$ cat config.mk
export PLATFORM = sky130hd
export DESIGN_NAME = pwm_dma_reqgen
export DESIGN_NICKNAME = d
export VERILOG_FILES = /design/src/rtl/pwm_dma_pkg.sv /design/src/rtl/pwm_dma_phase_dec.sv /design/src/rtl/pwm_dma_ovf_ctrl.sv /design/src/rtl/pwm_dma_ch_ctrl.sv /design/src/rtl/pwm_dma_reqgen.sv
export SDC_FILE = /design/constraint.sdc
export NUM_CORES = 1
export LEC_CHECK = 0
export BUFFER_PORTS_ARGS = -buffer_cell sky130_fd_sc_hd__buf_4
export CELL_PAD_IN_SITES_DETAIL_PLACEMENT = 1
export CELL_PAD_IN_SITES_GLOBAL_PLACEMENT = 2
export CORE_AREA = 2 2 67 50
export CTS_CLUSTER_DIAMETER = 150
export CTS_CLUSTER_SIZE = 16
export DETAILED_ROUTE_END_ITERATION = 8
export DIE_AREA = 0 0 69 52
export MAX_ROUTING_LAYER = met4
export PLACE_DENSITY = 0.73
export SYNTH_ARGS = -nofsm -noshare
export SYNTH_HDL_FRONTEND = slang
export SYNTH_HIERARCHICAL = 1
export SYNTH_SLANG_ARGS = --single-unit
$ cat constraint.sdc
create_clock -name clk -period 1.6 [get_ports clk]
set_input_delay 0.32 -clock clk [delete_from_list [all_inputs] [get_ports clk]]
set_output_delay 0.32 -clock clk [all_outputs]
set_load 0.1 [all_outputs]
$ cat src/rtl/pwm_dma_pkg.sv
package pwm_dma_pkg;

    localparam int MODE_W = 3;

    typedef enum logic [MODE_W-1:0] {
        WM_SINGLE      = 3'd0,
        WM_TWORAMP_ALT = 3'd1,
        WM_TWORAMP     = 3'd2,
        WM_DUAL_TOP    = 3'd3,
        WM_DUAL_BOT    = 3'd4,
        WM_DUAL_BOTH   = 3'd5
    } wave_mode_e;

    // Overflow controller: request level x recorded one-shot event
    typedef enum logic [1:0] {
        OVF_IDLE      = 2'd0,
        OVF_ARMED     = 2'd1,
        OVF_REQ       = 2'd2,
        OVF_REQ_ARMED = 2'd3
    } ovf_state_e;

    // Acknowledge bookkeeping for the second phase of a two-phase period
    typedef enum logic {
        PH_NO_ACK = 1'b0,
        PH_ACKED  = 1'b1
    } phase_ack_e;

    typedef enum logic {
        CH_IDLE = 1'b0,
        CH_REQ  = 1'b1
    } ch_state_e;

    typedef enum logic [1:0] {
        SRC_MATCH   = 2'd0,
        SRC_CIRC    = 2'd1,
        SRC_CAPTURE = 2'd2
    } ch_src_e;

endpackage

$ cat src/rtl/pwm_dma_phase_dec.sv
module pwm_dma_phase_dec
    import pwm_dma_pkg::*;
(
    input  logic [MODE_W-1:0] mode_i,
    input  logic              ramp_a_start_i,
    input  logic              ramp_b_start_i,
    input  logic              up_start_i,
    input  logic              down_start_i,
    output logic              align_mode_o,
    output logic              first_start_o,
    output logic              second_start_o
);

    always_comb begin
        unique case (wave_mode_e'(mode_i))
            WM_TWORAMP, WM_TWORAMP_ALT: begin
                align_mode_o   = 1'b1;
                first_start_o  = ramp_a_start_i;
                second_start_o = ramp_b_start_i;
            end
            WM_DUAL_BOTH: begin
                align_mode_o   = 1'b1;
                first_start_o  = up_start_i;
                second_start_o = down_start_i;
            end
            default: begin
                align_mode_o   = 1'b0;
                first_start_o  = 1'b0;
                second_start_o = 1'b0;
            end
        endcase
    end

endmodule

$ cat src/rtl/pwm_dma_ovf_ctrl.sv
module pwm_dma_ovf_ctrl
    import pwm_dma_pkg::*;
(
    input  logic clk,
    input  logic rst_n,
    input  logic align_en_i,
    input  logic first_start_i,
    input  logic second_start_i,
    input  logic update_i,
    input  logic oneshot_en_i,
    input  logic oneshot_cmd_i,
    input  logic ack_i,
    output logic req_o
);

    ovf_state_e state_q, state_d;
    phase_ack_e ackph_q, ackph_d;

    logic req_cur, pend_cur;
    logic set_evt, track_pend, req_nxt, pend_nxt;

    // State register
    always_ff @(posedge clk) begin
        if (!rst_n) begin
            state_q <= OVF_IDLE;
            ackph_q <= PH_NO_ACK;
        end else begin
            state_q <= state_d;
            ackph_q <= ackph_d;
        end
    end

    // Next-state logic
    always_comb begin
        req_cur  = (state_q == OVF_REQ) || (state_q == OVF_REQ_ARMED);
        pend_cur = (state_q == OVF_ARMED) || (state_q == OVF_REQ_ARMED);

        if (align_en_i) begin
            set_evt = first_start_i && (ackph_q == PH_ACKED);
        end else if (!oneshot_en_i) begin
            set_evt = update_i;
        end else begin
            set_evt = oneshot_cmd_i && (pend_cur || update_i);
        end

        track_pend = oneshot_en_i && !align_en_i;
        pend_nxt   = track_pend && !oneshot_cmd_i && (pend_cur || update_i);
        req_nxt    = set_evt || (req_cur && !ack_i);

        unique case ({req_nxt, pend_nxt})
            2'b00: state_d = OVF_IDLE;
            2'b01: state_d = OVF_ARMED;
            2'b10: state_d = OVF_REQ;
            2'b11: state_d = OVF_REQ_ARMED;
            default: state_d = OVF_IDLE;
        endcase

        unique case (ackph_q)
            PH_NO_ACK: ackph_d = ack_i ? PH_ACKED : PH_NO_ACK;
            PH_ACKED:  ackph_d = (second_start_i && !ack_i) ? PH_NO_ACK : PH_ACKED;
            default:   ackph_d = PH_NO_ACK;
        endcase
    end

    // Outputs
    always_comb begin
        unique case (state_q)
            OVF_REQ, OVF_REQ_ARMED: req_o = 1'b1;
            OVF_IDLE, OVF_ARMED:    req_o = 1'b0;
            default:                req_o = 1'b0;
        endcase
    end

endmodule

$ cat src/rtl/pwm_dma_ch_ctrl.sv
module pwm_dma_ch_ctrl
    import pwm_dma_pkg::*;
(
    input  logic clk,
    input  logic rst_n,
    input  logic cap_mode_i,
    input  logic circ_align_i,
    input  logic second_start_i,
    input  logic match_i,
    input  logic cap_valid_i,
    input  logic oneshot_en_i,
    input  logic ack_i,
    input  logic cap_read_i,
    output logic req_o
);

    ch_state_e state_q, state_d;
    ch_src_e   src;
    logic      set_evt, clr_evt;

    // State register
    always_ff @(posedge clk) begin
        if (!rst_n) state_q <= CH_IDLE;
        else        state_q <= state_d;
    end

    // Next-state logic
    always_comb begin
        if (cap_mode_i)        src = SRC_CAPTURE;
        else if (circ_align_i) src = SRC_CIRC;
        else                   src = SRC_MATCH;

        unique case (src)
            SRC_CAPTURE: begin
                set_evt = cap_valid_i;
                clr_evt = cap_read_i;
            end
            SRC_CIRC: begin
                set_evt = second_start_i && !oneshot_en_i;
                clr_evt = ack_i;
            end
            SRC_MATCH: begin
                set_evt = match_i && !oneshot_en_i;
                clr_evt = ack_i;
            end
            default: begin
                set_evt = 1'b0;
                clr_evt = 1'b0;
            end
        endcase

        unique case (state_q)
            CH_IDLE: state_d = set_evt ? CH_REQ : CH_IDLE;
            CH_REQ:  state_d = (clr_evt && !set_evt) ? CH_IDLE : CH_REQ;
            default: state_d = CH_IDLE;
        endcase
    end

    // Outputs
    always_comb begin
        unique case (state_q)
            CH_REQ:  req_o = 1'b1;
            CH_IDLE: req_o = 1'b0;
            default: req_o = 1'b0;
        endcase
    end

endmodule

$ cat src/rtl/pwm_dma_reqgen.sv
module pwm_dma_reqgen
    import pwm_dma_pkg::*;
#(
    parameter int N_CH = 4
) (
    input  logic              clk,
    input  logic              rst_n,
    input  logic [MODE_W-1:0] wave_mode_i,
    input  logic              oneshot_en_i,
    input  logic              oneshot_cmd_i,
    input  logic              ovf_evt_i,
    input  logic              unf_evt_i,
    input  logic              retrig_evt_i,
    input  logic              ramp_a_start_i,
    input  logic              ramp_b_start_i,
    input  logic              up_start_i,
    input  logic              down_start_i,
    input  logic [N_CH-1:0]   match_i,
    input  logic [N_CH-1:0]   capture_valid_i,
    input  logic [N_CH-1:0]   cap_mode_i,
    input  logic [N_CH-1:0]   circ_en_i,
    input  logic [N_CH-1:0]   cap_read_i,
    input  logic              ovf_ack_i,
    input  logic [N_CH-1:0]   ch_ack_i,
    output logic              ovf_req_o,
    output logic [N_CH-1:0]   ch_req_o
);

    logic align_mode, first_start, second_start;
    logic any_circ, update_evt;

    assign any_circ   = |circ_en_i;
    assign update_evt = ovf_evt_i | unf_evt_i | retrig_evt_i;

    pwm_dma_phase_dec u_phase (
        .mode_i         (wave_mode_i),
        .ramp_a_start_i (ramp_a_start_i),
        .ramp_b_start_i (ramp_b_start_i),
        .up_start_i     (up_start_i),
        .down_start_i   (down_start_i),
        .align_mode_o   (align_mode),
        .first_start_o  (first_start),
        .second_start_o (second_start)
    );

    pwm_dma_ovf_ctrl u_ovf (
        .clk            (clk),
        .rst_n          (rst_n),
        .align_en_i     (align_mode && any_circ),
        .first_start_i  (first_start),
        .second_start_i (second_start),
        .update_i       (update_evt),
        .oneshot_en_i   (oneshot_en_i),
        .oneshot_cmd_i  (oneshot_cmd_i),
        .ack_i          (ovf_ack_i),
        .req_o          (ovf_req_o)
    );

    for (genvar g = 0; g < N_CH; g++) begin : g_ch
        pwm_dma_ch_ctrl u_ch (
            .clk            (clk),
            .rst_n          (rst_n),
            .cap_mode_i     (cap_mode_i[g]),
            .circ_align_i   (circ_en_i[g] && align_mode),
            .second_start_i (second_start),
            .match_i        (match_i[g]),
            .cap_valid_i    (capture_valid_i[g]),
            .oneshot_en_i   (oneshot_en_i),
            .ack_i          (ch_ack_i[g]),
            .cap_read_i     (cap_read_i[g]),
            .req_o          (ch_req_o[g])
        );
    end

endmodule

==> run metrics, run 1 <==
synthesized area=510.5 um^2; maximum fanout along the worst path=5; drc violations=0; Synth Net Count=97; Startpoint Class=input port; crit path time final=1373 ps; Die Footprint=3588 um^2; WL final=1.723 mm; CTS Hold Buffers Added=0; TritonCTS Sinks=7; DRT iter0 DRCs=8; core footprint=2978 um^2; critical path's top delay family=compound AO/OA/AOI/OAI gates; Area growth syn-to-layout=85.05%; HPWL after detailed placement=1.477 mm; Clock Skew=0.1448 ps; critical path's slowest cell=o32ai_1; Skew-Pair Late Insertion Delay=230 ps; critical-path cell list=buf_4, nand2b_1, buf_4, o32ai_1, buf_4, mux2i_1, o221ai_2, o311a_1; f_max=728.4 MHz; initial antenna violation count=0; Root Buffer=clkbuf_8; Buf/Inv on CP=3; CP peak stage delay=240 ps; Setup Slack @ Placement=-2.639 ps; reg2reg start=g_ch[2].u_ch/state_q; Clock Tree Buf Depth=2; drt wl/cell=11.88 um; vias after detailed routing=601; n_diodes=0; grt ovf=0; cts repair resizes=0; worst setup path start=wave_mode_i[0]; initial core utilization=17.14%; Final Setup Violations=0; H-tree Lvls=1; CTS tree=built; die width=69 um; # port buffers=43; first-pass GRT wire length=2.753 mm; CP Depth=8; Syn Area/Cell=8.802 um^2; Detailed Routing Iterations Pass 1=2; num ports=44; Clk pin slew, worst setup/hold paths=40 ps; DRT antenna net count=0; gr usage total=10.27%; period utilization=85.81%; post-synthesis cell type count=21; WP data required=1770 ps; setup repair bufs after CTS=0; row cnt=17; final setup TNS=0 ps; Setup CP Type=input port to register; sequential-to-total area share from yosys stat=27.45%; Die Ht=52 um; Max Cap Viol=0; largest net degree at the start of global routing=8; Final Max Tran Viols=0; post-layout util=31.72%; class of the tightest hold or removal check=input port to register; vias in the first global route=621; hold violation count in the final report=0; Num CTS Buffers=3; placed standard-cell area=899.6 um^2; CP Capture Point=g_ch[3].u_ch/state_q; Final Net Count=147; Worst EP arrival=1540 ps; Cells after Synth=58; leak pwr=0.4568 nW; worst vdd rail ir drop=0.2769 mV; Synth Warn #=6; synthesized flop and latch total=7; Final Wtd Congestion=0.7083; Final Instance Area=944.7 um^2; Final WS setup=227.1 ps; layout cells sized above 1=52.34%; CP most frequent cell=buf_4; post-DR vias/cell=4.145; unrepaired setup endpoints after global routing=no; status=finished, final reports clean; R2R depth=3; crit end category=register; worst reg2reg path endpoint=g_ch[2].u_ch/state_q; Least-Margin Pin Slew=279.2 ps; Power Dens Cells=750.6 nW/um^2; reg-to-reg slack, setup=770 ps; Rel. slew slack=81.54%
## area by class of cell
class,count,area [um^2]
fillers,377,2033
repair buffers,46,345.3
multi-input cells,39,325.3
flip-flops and latches,7,140.1
well taps,38,47.55
clock buffers,4,45.04
inverters,11,41.29
## synth_stat cells, drive strengths merged
library cell / count / share of area (%)
clkbuf: 1 / 0.73
mux2i: 6 / 12
o21ai: 2 / 2.0
and4bb: 1 / 2.5
o21a: 2 / 2.9
o311a: 4 / 7.8
or3: 1 / 1.2
a21oi: 1 / 0.98
o41a: 1 / 2.2
nand3: 1 / 0.98
nor2b: 2 / 3.9
inv: 11 / 8.1
o32ai: 2 / 3.4
dfxtp: 7 / 27
o221ai: 4 / 12
nor3: 1 / 0.98
nand2b: 2 / 2.5
and2: 4 / 5.1
nor2: 5 / 3.7
## report_power, final
group	leakage [nW]	internal, mW	total, mW	switching (mW)
Sequential	0.0583	0.189	0.195	0.00624
Combinational	0.376	0.117	0.260	0.143
Clock	0.0228	0.173	0.254	0.0812
Total	0.457	0.479	0.709	0.230
## sequential cells by signal, indices dropped and copies added (netlist names)
register,cells
g_ch.u_ch/state_q,4
u_ovf/ackph_q,1
u_ovf/state_q,2
## routing by layer
metal	vias up	global-route usage, %	share of wire [%]
li1	308	-	-
met1	268	10.90	40
met2	25	18.27	51
met3	0	5.620	8.8
met4	0	0	0
met5	-	-	0
## placed cells by master, fill, tap and decap left out
cell type | synthesis | layout
clkbuf_1 | 1 | 1
nand3_1 | 1 | 1
nor2b_4 | 1 | 1
or3_1 | 1 | 1
nor2b_1 | 1 | 1
dfxtp_1 | 7 | 7
and2_2 | 1 | 1
nor3_1 | 1 | 1
o21a_1 | 2 | 2
o32ai_1 | 2 | 2
o41a_1 | 1 | 1
nor2_1 | 5 | 5
o221ai_2 | 4 | 4
and4bb_2 | 1 | 1
clkbuf_8 | 0 | 3
and2_1 | 3 | 3
buf_4 | 0 | 46
mux2i_1 | 6 | 6
o311a_1 | 4 | 4
o21ai_0 | 2 | 2
a21oi_1 | 1 | 1
nand2b_1 | 2 | 2
inv_1 | 11 | 11
## metrics by stage
stage	cells	power [mW]	hold WS (ps)
after global routing	145	0.7496	310.4
after CTS	145	0.7223	309.9
after global placement	141	0.4554	541.0
after detailed placement	141	0.4597	543.6
after floorplan	58	0.3420	437.5
final	145	0.7090	313.3
## cell families after synthesis
| family | share of synthesized area, % |
|---|---|
| mux | 11.77 |
| buf+inv | 8.823 |
| simple gates | 20.83 |
| flops | 27.45 |
| compound gates | 31.13 |
## worst min-delay path by stage
stage	startpoint	to	slack, ps	depth (start not counted)
finish	ovf_ack_i	u_ovf/ackph_q	310	2
global route	ovf_ack_i	u_ovf/ackph_q	310	2
floorplan	rst_n	u_ovf/ackph_q	440	1
global placement	ovf_ack_i	u_ovf/ackph_q	540	2
detailed placement	ovf_ack_i	u_ovf/ackph_q	540	2
CTS	ovf_ack_i	u_ovf/ackph_q	310	2
Note: power is estimated with default switching activity, not from simulation.
==> inputs of run 2 (changes only) <==
--- a/config.mk
+++ b/config.mk
@@ -8,13 +8,13 @@
 export BUFFER_PORTS_ARGS = -buffer_cell sky130_fd_sc_hd__buf_4
 export CELL_PAD_IN_SITES_DETAIL_PLACEMENT = 1
 export CELL_PAD_IN_SITES_GLOBAL_PLACEMENT = 2
-export CORE_AREA = 2 2 67 50
+export CORE_AREA = 2 2 71 53
 export CTS_CLUSTER_DIAMETER = 150
 export CTS_CLUSTER_SIZE = 16
 export DETAILED_ROUTE_END_ITERATION = 8
-export DIE_AREA = 0 0 69 52
+export DIE_AREA = 0 0 73 55
 export MAX_ROUTING_LAYER = met4
-export PLACE_DENSITY = 0.73
+export PLACE_DENSITY = 0.68
 export SYNTH_ARGS = -nofsm -noshare
 export SYNTH_HDL_FRONTEND = slang
 export SYNTH_HIERARCHICAL = 1
==> constraint.sdc (replaced) <==
create_clock -name clk -period 1.1 [get_ports clk]
set_input_delay 0.22 -clock clk [delete_from_list [all_inputs] [get_ports clk]]
set_output_delay 0.22 -clock clk [all_outputs]
set_load 0.1 [all_outputs]
==> run metrics, run 2 (same netlist as run 1, synthesis figures left out) <==
status=finished with violations; failing checks=setup timing; maximum fanout along the worst path=5; Rel. slew slack=75.23%; Area growth syn-to-layout=103.9%; reg-to-reg slack, setup=250 ps; layout cells sized above 1=67.59%; gr usage total=10.98%; Detailed Routing Iterations Pass 1=4; drt wl/cell=12.71 um; largest net degree at the start of global routing=8; Final Wtd Congestion=0.6771; core footprint=3356 um^2; hold violation count in the final report=0; TritonCTS Sinks=7; period utilization=104.8%; Least-Margin Pin Slew=371.6 ps; row cnt=18; Power Dens Cells=1029 nW/um^2; Most flops, register=g_ch.u_ch/state_q; leak pwr=0.4915 nW; f_max=867.9 MHz; worst setup path start=wave_mode_i[0]; WL final=1.881 mm; initial core utilization=15.21%; WP data required=1210 ps; critical path's top delay family=compound AO/OA/AOI/OAI gates; HPWL after detailed placement=1.613 mm; post-layout util=31.02%; class of the tightest hold or removal check=input port to register; Setup Slack @ Placement=-328.3 ps; Die Footprint=4015 um^2; Final Setup Violations=6; R2R depth=3; Min-Delay Endpoint=u_ovf/ackph_q; reg2reg start=g_ch[2].u_ch/state_q; worst vdd rail ir drop=0.4299 mV; die width=73 um; Max Cap Viol=0; vias after detailed routing=629; Hold Crit Depth=2; Inst Count DP=142; H-tree Lvls=1; hold path startpoint=ovf_ack_i; Clk pin slew, worst setup/hold paths=40 ps; initial antenna violation count=0; Clock Tree Buf Depth=2; most common cell after layout, fill and taps aside=buf_4; Buf/Inv on CP=1; post-DR vias/cell=4.250; vias in the first global route=707; crit path time final=1152 ps; drc violations=0; Final WS setup=-52.25 ps; top flop regs=g_ch.u_ch/state_q x4, u_ovf/state_q x2, u_ovf/ackph_q x1; n_diodes=0; max reg flops=4; Final Max Tran Viols=0; Skew-Pair Late Insertion Delay=230 ps; DRT antenna net count=0; unrepaired setup endpoints after global routing=yes; worst reg2reg path endpoint=g_ch[2].u_ch/state_q; # port buffers=43; grt ovf=0; DRT iter0 DRCs=12; CP peak stage delay=210 ps; Num CTS Buffers=3; first-pass GRT wire length=3.125 mm; Root Buffer=clkbuf_8; crit end category=register; layout filler cell count=389; commonest non-fill, non-tap cells in the layout=buf_4, inv_1, nor2_1; num ports=44; critical path's slowest cell=mux2i_1; Die Ht=55 um; critical-path cell list=buf_8, nand2b_4, o21ai_4, and2_4, mux2i_1, o221ai_2, o311a_1; Setup CP Type=input port to register; Final Net Count=148; final setup TNS=-214.0 ps; CTS tree=built; Worst EP arrival=1260 ps; Startpoint Class=input port; Clock Skew=0.1056 ps; Non-Filler Instances=148; Pwr Total=1.071 mW
[run 2: cell types whose count changed in the layout (fill, tap and decap cells not counted), moves of 2 or more]
cell,before,now
and2_1,3,0
and2_4,0,4
dfxtp_1,7,3
dfxtp_2,0,4
mux2i_1,6,3
mux2i_2,0,3
nand2b_1,2,0
nand2b_4,0,2
o21ai_0,2,0
[run 2: power by group]
part           leakage, nW  switching, mW  internal, mW
clock               0.0228          0.109         0.251
sequential          0.0593        0.00922         0.277
combinational        0.409          0.228         0.197
[run 2: worst reg2reg max path, cell delays in order (launching register included)]
cell and delay (ps):
dfxtp_2 310, inv_1 80, nor2_1 60, o311a_1 280
[run 2: layer usage]
layer,GRT usage [%],routed length [um],share of wire (%)
met1,11.99,757,40
met2,19.67,975,52
met3,4.710,143,7.6
met4,0.9259,4,0.21
met5,-,0,0
[run 2: metrics by stage]
step / instance area, um^2 / hold slack (ps)
2_1_floorplan: 544.3 / 337.5
3_3_place_gp: 927.1 / 443.7
3_5_place_dp: 927.1 / 445.2
4_1_cts: 1032 / 213.3
5_1_grt: 1041 / 236.1
6_report: 1041 / 224.5
[run 2: how the worst max path moves through the flow]
stage / endpoint / slack, ps / cells past startpoint
floorplan: g_ch[0].u_ch/state_q / -110 / 6
global placement: g_ch[0].u_ch/state_q / -320 / 7
detailed placement: g_ch[0].u_ch/state_q / -330 / 7
CTS: g_ch[0].u_ch/state_q / -40 / 7
global route: g_ch[2].u_ch/state_q / -140 / 6
finish: g_ch[2].u_ch/state_q / -50 / 7
[run 2: area by class of cell]
class	count	area, um^2	area share [%]
Tap cell	40	50.05	4.808
Multi-Input combinational cell	39	399.1	38.34
Sequential cell	7	145.1	13.94
Timing Repair Buffer	47	360.3	34.62
Inverter	11	41.29	3.966
Clock buffer	4	45.04	4.327
[run 2: timing repair]
item,in CTS,in global routing
setup buffers,3,0
hold buffers,0,0
endpoints found under the setup margin,4,6
pin swaps,7,2
gates resized for setup,11,3
